$ cat config.mk
export PLATFORM = sky130hd
export DESIGN_NAME = pkt_retx_buffer
export DESIGN_NICKNAME = d
export VERILOG_FILES = /design/src/rtl/pkt_buf_pkg.sv /design/src/rtl/pkt_sdp_ram.sv /design/src/rtl/pkt_idle_closer.sv /design/src/rtl/pkt_tx_seq.sv /design/src/rtl/pkt_rtn_drain.sv /design/src/rtl/pkt_retx_buffer.sv
export SDC_FILE = /design/constraint.sdc
export NUM_CORES = 2
export LEC_CHECK = 0
export BUFFER_PORTS_ARGS = -buffer_cell sky130_fd_sc_hd__buf_4
export CAP_MARGIN = 40
export CORE_AREA = 5 5 603 605
export DETAILED_ROUTE_END_ITERATION = 10
export DIE_AREA = 0 0 608 610
export PLACE_DENSITY = 0.7
export SYNTH_ARGS = -nofsm -noshare
export SYNTH_HDL_FRONTEND = slang
export SYNTH_HIERARCHICAL = 1
export SYNTH_MEMORY_MAX_BITS = 65536
export SYNTH_SLANG_ARGS = --single-unit
$ cat constraint.sdc
create_clock -name clk -period 16.8 [get_ports clk]
set_input_delay 3.36 -clock clk [delete_from_list [all_inputs] [get_ports clk]]
set_output_delay 3.36 -clock clk [all_outputs]
set_load 0.005 [all_outputs]
$ cat src/rtl/pkt_buf_pkg.sv
package pkt_buf_pkg;
  typedef enum logic [1:0] {
    TX_IDLE = 2'd0,
    TX_SEND = 2'd1,
    TX_SENT = 2'd2,
    TX_WAIT = 2'd3
  } tx_state_e;
endpackage

$ cat src/rtl/pkt_sdp_ram.sv
// Simple dual-port store with a registered read port (block RAM friendly).
module pkt_sdp_ram #(
  parameter int W     = 8,
  parameter int DEPTH = 256,
  localparam int AW   = $clog2(DEPTH)
) (
  input  logic          clk,
  input  logic          we,
  input  logic [AW-1:0] waddr,
  input  logic [W-1:0]  wdata,
  input  logic          re,
  input  logic [AW-1:0] raddr,
  output logic [W-1:0]  rdata
);
  logic [W-1:0] mem [DEPTH];

  always_ff @(posedge clk) begin
    if (we) mem[waddr] <= wdata;
    if (re) rdata <= mem[raddr];
  end
endmodule

$ cat src/rtl/pkt_idle_closer.sv
// Tracks the open packet and decides when it closes: size cap or quiet time.
module pkt_idle_closer #(
  parameter int MAX_PKT   = 100,
  parameter int CHAR_BITS = 10,
  parameter int TMO_W     = 8,
  localparam int LEN_W    = $clog2(MAX_PKT + 1),
  localparam int TW       = $clog2(CHAR_BITS)
) (
  input  logic             clk,
  input  logic             rst,
  input  logic             baud_tick,
  input  logic             byte_acc,
  input  logic [TMO_W-1:0] idle_chars,
  output logic             close,
  output logic [LEN_W-1:0] close_len
);
  logic [LEN_W-1:0] open_cnt;
  logic [TW-1:0]    tick_cnt;
  logic [TMO_W-1:0] char_cnt;

  assign close = (open_cnt != '0) &&
                 ((open_cnt == LEN_W'(MAX_PKT)) || (char_cnt >= idle_chars));
  assign close_len = open_cnt;

  always_ff @(posedge clk) begin
    if (rst) begin
      open_cnt <= '0;
      tick_cnt <= '0;
      char_cnt <= '0;
    end else if (byte_acc) begin
      // a byte arriving in the closing cycle opens the next packet
      open_cnt <= close ? LEN_W'(1) : open_cnt + LEN_W'(1);
      tick_cnt <= '0;
      char_cnt <= '0;
    end else begin
      if (close) open_cnt <= '0;
      if (baud_tick && open_cnt != '0) begin
        if (tick_cnt == TW'(CHAR_BITS - 1)) begin
          tick_cnt <= '0;
          if (char_cnt != '1) char_cnt <= char_cnt + TMO_W'(1);
        end else begin
          tick_cnt <= tick_cnt + TW'(1);
        end
      end
    end
  end
endmodule

$ cat src/rtl/pkt_tx_seq.sv
// Streams the head packet, waits for the radio and the far-end acknowledgement,
// and repeats the stream on a missed acknowledgement.
module pkt_tx_seq
  import pkt_buf_pkg::*;
#(
  parameter int MAX_PKT  = 100,
  parameter int RETRIES  = 3,
  parameter int ACK_WAIT = 2000,
  localparam int LEN_W   = $clog2(MAX_PKT + 1),
  localparam int WW      = $clog2(ACK_WAIT + 1),
  localparam int RW      = $clog2(RETRIES + 1)
) (
  input  logic             clk,
  input  logic             rst,
  input  logic             have_pkt,
  input  logic [LEN_W-1:0] head_len,
  input  logic             tx_done,
  input  logic             ack_in,
  output logic             issue,
  output logic [LEN_W-1:0] idx,
  output logic             last,
  output logic             retire,
  output logic             fail
);
  tx_state_e        state;
  logic [LEN_W-1:0] idx_q, len_q;
  logic [RW-1:0]    try_q;
  logic [WW-1:0]    wait_q;
  logic             ack_hit, expired;

  assign issue   = (state == TX_SEND);
  assign idx     = idx_q;
  assign last    = issue && (idx_q == len_q - LEN_W'(1));
  assign ack_hit = (state == TX_WAIT) && ack_in;
  assign expired = (state == TX_WAIT) && !ack_in && (wait_q == WW'(ACK_WAIT - 1));
  assign fail    = expired && (try_q == RW'(RETRIES));
  assign retire  = ack_hit || fail;

  always_ff @(posedge clk) begin
    if (rst) begin
      state  <= TX_IDLE;
      idx_q  <= '0;
      len_q  <= '0;
      try_q  <= '0;
      wait_q <= '0;
    end else begin
      unique case (state)
        TX_IDLE: if (have_pkt) begin
          len_q <= head_len;
          idx_q <= '0;
          try_q <= '0;
          state <= TX_SEND;
        end
        TX_SEND: if (last) state <= TX_SENT;
                 else idx_q <= idx_q + LEN_W'(1);
        TX_SENT: if (tx_done) begin
          wait_q <= '0;
          state  <= TX_WAIT;
        end
        TX_WAIT: begin
          if (retire) begin
            state <= TX_IDLE;
          end else if (expired) begin
            try_q <= try_q + RW'(1);
            idx_q <= '0;
            state <= TX_SEND;
          end else begin
            wait_q <= wait_q + WW'(1);
          end
        end
        default: state <= TX_IDLE;
      endcase
    end
  end
endmodule

$ cat src/rtl/pkt_rtn_drain.sv
// Return-direction queue, emptied towards the UART transmitter under rts gating.
module pkt_rtn_drain #(
  parameter int W     = 8,
  parameter int DEPTH = 128,
  localparam int AW   = $clog2(DEPTH)
) (
  input  logic         clk,
  input  logic         rst,
  input  logic         in_valid,
  input  logic [W-1:0] in_byte,
  input  logic         rts,
  input  logic         tx_ready,
  output logic         out_valid,
  output logic [W-1:0] out_byte
);
  logic [AW:0] wr_q, rd_q, fill;
  logic        push, pop;

  assign fill = wr_q - rd_q;
  assign push = in_valid && (fill != (AW+1)'(DEPTH));
  assign pop  = (fill != '0) && !rts && tx_ready;

  pkt_sdp_ram #(.W(W), .DEPTH(DEPTH)) i_ram (
    .clk  (clk),
    .we   (push),
    .waddr(wr_q[AW-1:0]),
    .wdata(in_byte),
    .re   (pop),
    .raddr(rd_q[AW-1:0]),
    .rdata(out_byte)
  );

  always_ff @(posedge clk) begin
    if (rst) begin
      wr_q      <= '0;
      rd_q      <= '0;
      out_valid <= 1'b0;
    end else begin
      if (push) wr_q <= wr_q + (AW+1)'(1);
      if (pop)  rd_q <= rd_q + (AW+1)'(1);
      out_valid <= pop;
    end
  end
endmodule

$ cat src/rtl/pkt_retx_buffer.sv
// Top: byte store, packet length queue, sequencer and return drain.
// BUF_DEPTH and RTN_DEPTH must be powers of two; RETRIES must be at least 1.
module pkt_retx_buffer
  import pkt_buf_pkg::*;
#(
  parameter int DATA_W    = 8,
  parameter int MAX_PKT   = 100,
  parameter int BUF_DEPTH = 256,
  parameter int RTN_DEPTH = 128,
  parameter int CHAR_BITS = 10,
  parameter int TMO_W     = 8,
  parameter int RETRIES   = 3,
  parameter int ACK_WAIT  = 2000
) (
  input  logic              clk,
  input  logic              rst,
  input  logic              baud_tick,
  input  logic [TMO_W-1:0]  idle_chars,
  input  logic              in_valid,
  input  logic [DATA_W-1:0] in_byte,
  output logic              cts,
  output logic              pkt_valid,
  output logic              pkt_sop,
  output logic              pkt_eop,
  output logic [DATA_W-1:0] pkt_data,
  input  logic              tx_done,
  input  logic              ack_in,
  output logic              ack_fail,
  input  logic              rtn_valid,
  input  logic [DATA_W-1:0] rtn_byte,
  input  logic              rts,
  input  logic              tx_ready,
  output logic              out_valid,
  output logic [DATA_W-1:0] out_byte
);
  localparam int AW    = $clog2(BUF_DEPTH);
  localparam int LEN_W = $clog2(MAX_PKT + 1);

  logic [AW:0]      wr_ptr, base_ptr, used, free, lwr, lrd;
  logic             byte_acc, close, have_pkt;
  logic             issue, last, retire, fail;
  logic [LEN_W-1:0] close_len, head_len, idx;
  logic [AW-1:0]    raddr;
  logic [LEN_W-1:0] len_mem [BUF_DEPTH];

  assign used     = wr_ptr - base_ptr;
  assign free     = (AW+1)'(BUF_DEPTH) - used;
  assign byte_acc = in_valid && (used != (AW+1)'(BUF_DEPTH));
  assign have_pkt = (lwr != lrd);
  assign head_len = len_mem[lrd[AW-1:0]];
  assign raddr    = base_ptr[AW-1:0] + AW'(idx);

  pkt_idle_closer #(.MAX_PKT(MAX_PKT), .CHAR_BITS(CHAR_BITS), .TMO_W(TMO_W)) i_closer (
    .clk       (clk),
    .rst       (rst),
    .baud_tick (baud_tick),
    .byte_acc  (byte_acc),
    .idle_chars(idle_chars),
    .close     (close),
    .close_len (close_len)
  );

  pkt_sdp_ram #(.W(DATA_W), .DEPTH(BUF_DEPTH)) i_store (
    .clk  (clk),
    .we   (byte_acc),
    .waddr(wr_ptr[AW-1:0]),
    .wdata(in_byte),
    .re   (issue),
    .raddr(raddr),
    .rdata(pkt_data)
  );

  pkt_tx_seq #(.MAX_PKT(MAX_PKT), .RETRIES(RETRIES), .ACK_WAIT(ACK_WAIT)) i_seq (
    .clk     (clk),
    .rst     (rst),
    .have_pkt(have_pkt),
    .head_len(head_len),
    .tx_done (tx_done),
    .ack_in  (ack_in),
    .issue   (issue),
    .idx     (idx),
    .last    (last),
    .retire  (retire),
    .fail    (fail)
  );

  pkt_rtn_drain #(.W(DATA_W), .DEPTH(RTN_DEPTH)) i_drain (
    .clk      (clk),
    .rst      (rst),
    .in_valid (rtn_valid),
    .in_byte  (rtn_byte),
    .rts      (rts),
    .tx_ready (tx_ready),
    .out_valid(out_valid),
    .out_byte (out_byte)
  );

  // packet length queue: one entry per closed packet
  always_ff @(posedge clk) begin
    if (close) len_mem[lwr[AW-1:0]] <= close_len;
  end

  always_ff @(posedge clk) begin
    if (rst) begin
      wr_ptr    <= '0;
      base_ptr  <= '0;
      lwr       <= '0;
      lrd       <= '0;
      cts       <= 1'b1;
      pkt_valid <= 1'b0;
      pkt_sop   <= 1'b0;
      pkt_eop   <= 1'b0;
      ack_fail  <= 1'b0;
    end else begin
      if (byte_acc) wr_ptr <= wr_ptr + (AW+1)'(1);
      if (close)    lwr    <= lwr + (AW+1)'(1);
      if (retire) begin
        lrd      <= lrd + (AW+1)'(1);
        base_ptr <= base_ptr + (AW+1)'(head_len);
      end
      cts       <= (free >= (AW+1)'(MAX_PKT));
      pkt_valid <= issue;
      pkt_sop   <= issue && (idx == '0);
      pkt_eop   <= last;
      ack_fail  <= fail;
    end
  end
endmodule

* Word level (Yosys, flattened, before mapping)
Memories as Yosys holds them, arrays and structs flattened. A register that Yosys moved wholly into a read port is not among the register bits. Index checks and enable logic that the tools add are counted.
Operators by class: equality and inequality tests 20, add/sub/neg operators 17, $lt $le $gt $ge 2, multiplexer cells 31, reduce and logical (&&, ||, !) cells 31
Operators by type and width (number):
- 7-bit two-way mux | 7
- 11-bit two-way mux | 3
- 9-bit by 1-bit adder with 9-bit output (second input constant) | 3
- 8-bit by 1-bit adder with 8-bit output (second input constant) | 3
- 11-bit case mux with 2 select lines | 1
- 7-bit case mux with 3 select lines | 1
- 2-bit two-way mux | 8
- 8-bit two-way mux | 2
- 8-bit inequality test (second input constant) | 2
- 7-bit by 1-bit adder with 7-bit output (second input constant) | 2
- 1-bit logical AND | 12
- 2-bit inequality test (second input constant) | 6
- 4-bit AND reduction | 3
- 11-bit by 1-bit adder with 11-bit output (second input constant) | 1
- 11-bit == test (second input constant) | 1
- 9-bit by 7-bit adder with 9-bit output | 1
- 9-bit by 7-bit greater-or-equal comparator with 1-bit output (second input constant) | 1
- 9-bit inequality test | 1
- 9-bit inequality test (second input constant) | 1
- 9-bit subtractor | 1
- 9-bit subtractor (first input constant) | 1
- 8-bit by 7-bit adder with 8-bit output | 1
- 8-bit greater-or-equal comparator | 1
- 2-bit case mux with 4 select lines | 1
- 26 further kinds | 37
Word-level totals: memories kept 3, RAM bits 4864, flip-flop bits (word level) 106, logic and storage cells 124, output and inout bits 22
Memory list:
- i_store.mem | words 256, bits a word 8, rd ports 1, clocked after Yosys merged registers in 1, wr ports 1, line pkt_sdp_ram.sv:15 | logic [W-1:0] mem [DEPTH];
- len_mem | words 256, bits a word 7, rd ports 1, clocked after Yosys merged registers in 1, wr ports 1, line pkt_retx_buffer.sv:44 | logic [LEN_W-1:0] len_mem [BUF_DEPTH];
- i_drain.i_ram.mem | words 128, bits a word 8, rd ports 1, clocked after Yosys merged registers in 1, wr ports 1, line pkt_sdp_ram.sv:15

* Longest topological paths before layout
depth in word-level cells 7, mapped depth 23, mapped depth without buffers 19

* Cells and area by module
The synthesis kept the hierarchy.
Modules (own cells, without submodules):
- pkt_sdp_ram (i_store) | cells each 3733, area an instance 79636.4 sq um, instances 1, sequential area each 61739.2 sq um
- pkt_retx_buffer | cells each 3521, area an instance 72265.6 sq um, instances 1, sequential area each 54792.6 sq um
- pkt_sdp_ram (i_drain.i_ram) | cells each 1635, area an instance 39745.6 sq um, instances 1, sequential area each 30989.7 sq um
- pkt_tx_seq | cells each 217, area an instance 1715.4 sq um, instances 1, sequential area each 580.6 sq um
- pkt_idle_closer | cells each 145, area an instance 1243.7 sq um, instances 1, sequential area each 380.4 sq um
- pkt_rtn_drain | cells each 132, area an instance 1134.8 sq um, instances 1, sequential area each 340.3 sq um

* Worst setup path after synthesis
Ideal clock, no wire load.
path kind reg-to-reg, start point register i_closer.open_cnt[2], in the netlist i_closer/close_len[2], end point memory len_mem[197][0] (netlist name) (enable), arrival 6099 ps, cell stages (with the launch flop) 8, required time 16440 ps, library setup time 360 ps, period minus slack after synthesis 6459 ps, path slack 10341 ps, path through dfxtp_1 a41oi_1 o211ai_1 and2_1 or4b_2 clkbuf_1 clkbuf_1 nor2_1
Between the ends: longest elaborated chain between the ends 5, elaborated cells between the ends (all ways) 6, those cells by class eq/ne: 1; mux: 2; reduce/logical: 3
Ends and longest elaborated chain:
- start: declaration | line pkt_idle_closer.sv:17 | logic [LEN_W-1:0] open_cnt;
- start signal: assignment | line pkt_idle_closer.sv:32 | open_cnt <= close ? LEN_W'(1) : open_cnt + LEN_W'(1);
- 7-bit == test | line pkt_idle_closer.sv:22 | ((open_cnt == LEN_W'(MAX_PKT)) || (char_cnt >= idle_chars));
- 1-bit logical OR | line pkt_idle_closer.sv:22
- 1-bit logical AND * | line pkt_idle_closer.sv:21 | assign close = (open_cnt != '0) &&
- named net close | line pkt_retx_buffer.sv:40 | logic byte_acc, close, have_pkt;
- 1-bit two-way mux * | line pkt_retx_buffer.sv:100 | if (close) len_mem[lwr[AW-1:0]] <= close_len;
- 1-bit two-way mux (not written as such) * | line pkt_retx_buffer.sv:100
- end: declaration | line pkt_retx_buffer.sv:44
The timed path passes the listed nets; every way through them passes the cells marked *.

==> results.yml <==
status:
  status: "finished, final reports clean"
yosys:
  number_of_nets_produced_by_synthesis: 9476
  syn-mean-instance-area_um2: 20.9
  synth.lib_cells_used.distinct: 97
  register_bit_total_from_synthesis: 4994
  synth_enable_flop_cells: 4880
  ys_async_sr_fraction_pct: 0
  synthFlopType: "edfxtp_1"
  part_of_the_yosys_area_used_for_sequential_elements_pct: 76.0
  ys.warnings.count: 6
  mappedNetlistArea_mm2: 0.196
  synthesized_instance_count: 9383
clock_tree:
  clock_sink_count: 4994
  postCtsHoldBufs: 0
  cts_max_path_buffers: 4
  tritoncts_clock_tree: "yes"
  clock-root-buffer: "clkbuf_16"
  htree_num_levels: 5
  cts_made_buffers: 468
  cts_resized: 0
  clkLatencyLatePin_ns: 1.00
  cts.repair_timing.setup_buffer_count: 0
  clkSlewWorstSetupHoldPaths_ns: 0.07
drt:
  firstDrtPassIters: 8
  wl_per_cell_um: 32.1
  avgViaCountPerCell: 6.58
  drt_iter0_markers: 13600
  drtAntennaViolNets: 0
  postRouteWirelength_um: 475000
  routed-via-count: 97500
  drc_errors: 0
critical_path:
  data_required_time_of_the_worst_path_ns: 17.65
  worst_setup_path_start_kind: "flop"
  path_common_cell: "buf_4"
  setup.worst_path.end_class: "flop"
  rrSetupSlack_ns: 9.60
  cp_cell_sequence: "buf_4 -> buf_4 -> buf_16 -> buf_4 -> mux4_2 -> mux4_2 -> o22ai_1 -> o2111ai_1 -> or4_1 -> ha_1 -> inv_1 -> fa_1 -> nor2b_1 -> o21ai_0 -> a21boi_0 -> o21ai_0 -> a21oi_1 -> o211ai_1 -> xor2_1 -> nor2_1"
  largest_fanout_on_the_critical_path: 48
  critical_path.slowest_cell: "dfxtp_4"
  path_class: "reg2reg"
  worst_ep_arrival_time_ns: 8.05
  reg2reg_end: "base_ptr[8]"
  critPathMaxStageDelay_ns: 0.92
  timing.reg2reg.worst_path_depth: 20
sta:
  drv_slew: 0
  hold_violations: 0
  fmax_mhz: 139
  tightestPinTransition_ns: 1.17
  setup-violations-final: 0
  setup-tns-final_ns: 0
  whs_ns: 0.470
  grt_setup_unrepaired: "false"
  fin_skew_ns: 0.0692
  timing.slew.headroom_pct: 21.8
  post-route-period-util_pct: 42.8
  timing.final.crit_period_ns: 7.20
power_and_ir_drop:
  power_density_mw_per_mm2: 118
  ir_drop_mv: 0.0975
  p_leak_nw: 63.7
  report.power.total_mw: 25.8
grt:
  number_of_antenna_violations_at_the_first_check_in_global_routing: 9
  global_route_wire_length_before_repair_um: 691000
  gr-total-overflow: 0
  global_route.usage.total_pct: 25.4
  first_global_vias: 97200
  grt_max_degree: 159
floorplan:
  core_region_area_mm2: 0.358
  row_count: 220
  die_h_um: 610
  floorplan.die_area_mm2: 0.371
  fp.dieW_um: 608
  design.portCount: 55
  floorplan.initialDensity_pct: 54.7
layout:
  filler_cell_count: 23900
  post_route_cells_drive_above_1_share_pct: 24.1
  finish.utilization_pct: 61.2
  final_net_count: 9733
  final_area_mm2: 0.219
  syn2layout_area_growth_pct: 11.8
placed_design:
  gpl.final_weighted_congestion: 0.879
  place.port_buffers: 54
  detailedPlacementHpwl_um: 291000
  place_area_mm2: 0.203
min_path:
  holdPathEnd: "i_seq/len_q[6]"
  hold_path_depth: 2
  hold_class: "reg2reg"
  holdCritStartpoint: "i_seq/len_q[6]"
flow_run:
  max_cap_violations: 0
-- cell usage after synthesis (10+ instances only) --
master / number / area [um^2]
xnor2_1: 31 / 272
nand3_1: 94 / 470
nand2_1: 181 / 679
buf_6: 31 / 349
a2111oi_0: 19 / 166
mux2i_1: 209 / 2090
nor2b_1: 75 / 469
xor2_1: 37 / 324
nor2_1: 772 / 2900
or4_1: 14 / 105
inv_1: 61 / 229
buf_2: 100 / 500
nor3_1: 74 / 370
buf_8: 13 / 195
clkbuf_1: 267 / 1000
o21ai_0: 68 / 340
dfxtp_1: 114 / 2280
nand4_1: 46 / 288
buf_4: 53 / 398
a31oi_1: 14 / 87.6
a221oi_1: 15 / 131
nor4_1: 33 / 206
mux4_2: 1269 / 28600
buf_1: 66 / 248
o211ai_1: 23 / 173
and3_1: 19 / 119
a211oi_1: 47 / 353
ha_1: 57 / 713
o22ai_1: 50 / 313
mux2_2: 14 / 158
nand2b_1: 28 / 175
a22oi_1: 177 / 1330
and2_1: 24 / 150
o31ai_1: 10 / 75.1
edfxtp_1: 4880 / 147000
o221ai_1: 51 / 447
a21oi_1: 175 / 876
or3_1: 23 / 144
-- critical path: cells and delay by family (launching register included) --
family | cells | cell delay (ns)
buffers and inverters | 5 | 1.98
AOI/OAI and AO/OA | 7 | 1.55
xor gates and xnor gates | 1 | 0.17
and+or+nand+nor | 3 | 0.69
adders and majority gates | 2 | 0.47
muxes | 2 | 1.13
DFF | 1 | 0.92
-- worst max-delay path by stage --
| stage | cells past startpoint | endpoint |
|---|---|---|
| final | 20 | base_ptr[8] |
| after global routing | 20 | base_ptr[8] |
| after CTS | 20 | base_ptr[8] |
| after detailed placement | 11 | len_mem[114][3] |
| after global placement | 19 | base_ptr[8] |
| after floorplan | 7 | len_mem[197][0] |
-- kinds of logic after synthesis --
family,Yosys count,share of synthesized area (%)
flip-flops,4994,76.0
multiplexers,1496,15.8
AND/OR/NAND/NOR,1429,3.31
AO/OA/AOI/OAI,735,2.59
buffers and inverters,601,1.58
XOR/XNOR,68,0.304
adder cells (fa/ha/maj),60,0.395
-- flip-flops by register name (all words and copies together) (netlist names), 8 cells and up, named ones only --
name	cells
wr_ptr	9
i_store/mem	2048
base_ptr	9
i_seq/wait_q	11
i_drain/i_ram/mem	1024
lrd	9
lwr	9
i_drain/i_ram/rdata	8
len_mem	1792
i_closer/char_cnt	8
i_drain/rd_q	8
i_drain/wr_q	8
i_store/rdata	8
-- placed cells by master (no fill, tap or decap), drive strengths merged, types with 46 or more instances in the layout --
cell type / synthesis / layout
edfxtp: 4880 / 4880
mux4: 1271 / 1271
nor2: 773 / 773
clkbuf: 268 / 585
buf: 271 / 315
mux2i: 209 / 209
clkinv: 1 / 186
nand2: 182 / 182
a22oi: 177 / 177
a21oi: 175 / 175
dfxtp: 114 / 114
nand3: 94 / 94
inv: 61 / 77
nor3: 76 / 76
nor2b: 76 / 76
o21ai: 72 / 72
bufinv: 0 / 66
ha: 57 / 57
o221ai: 52 / 52
o22ai: 50 / 50
a211oi: 47 / 47
nand4: 46 / 46
-- area by class of cell --
type,instances,area (um^2),area share (%)
clock buffer,577,12500,5.72
antenna,5,12.5,0.00572
sequential,4994,149000,68.0
multi-input combinational,3788,44100,20.1
inverter,62,240,0.110
tap,4773,5970,2.73
timing repair buffer,326,3740,1.71
clock inverter,296,3380,1.55
-- where the power goes --
part	total (mW)	switching, mW	internal (mW)
logic	1.09	0.712	0.374
clock network	10.9	4.58	6.31
registers	13.8	0.0394	13.8
-- metal layers --
metal | global-route usage (%) | vias up | routed length, um
met3 | 4.64 | 887 | 47900
met2 | 40.2 | 5802 | 229000
met4 | 8.12 | 8 | 17800
met5 | 0 | - | 54
met1 | 36.4 | 51200 | 181000
li1 | - | 39600 | -
-- metrics by stage --
step / std cells / setup WS (ns)
floorplan: 9383 / 10.34
global placement: 13800 / 9.25
detailed placement: 13900 / 9.49
CTS: 14800 / 9.60
global route: 14800 / 9.02
finish: 14800 / 9.60
Power figures use the tool's default switching activity.
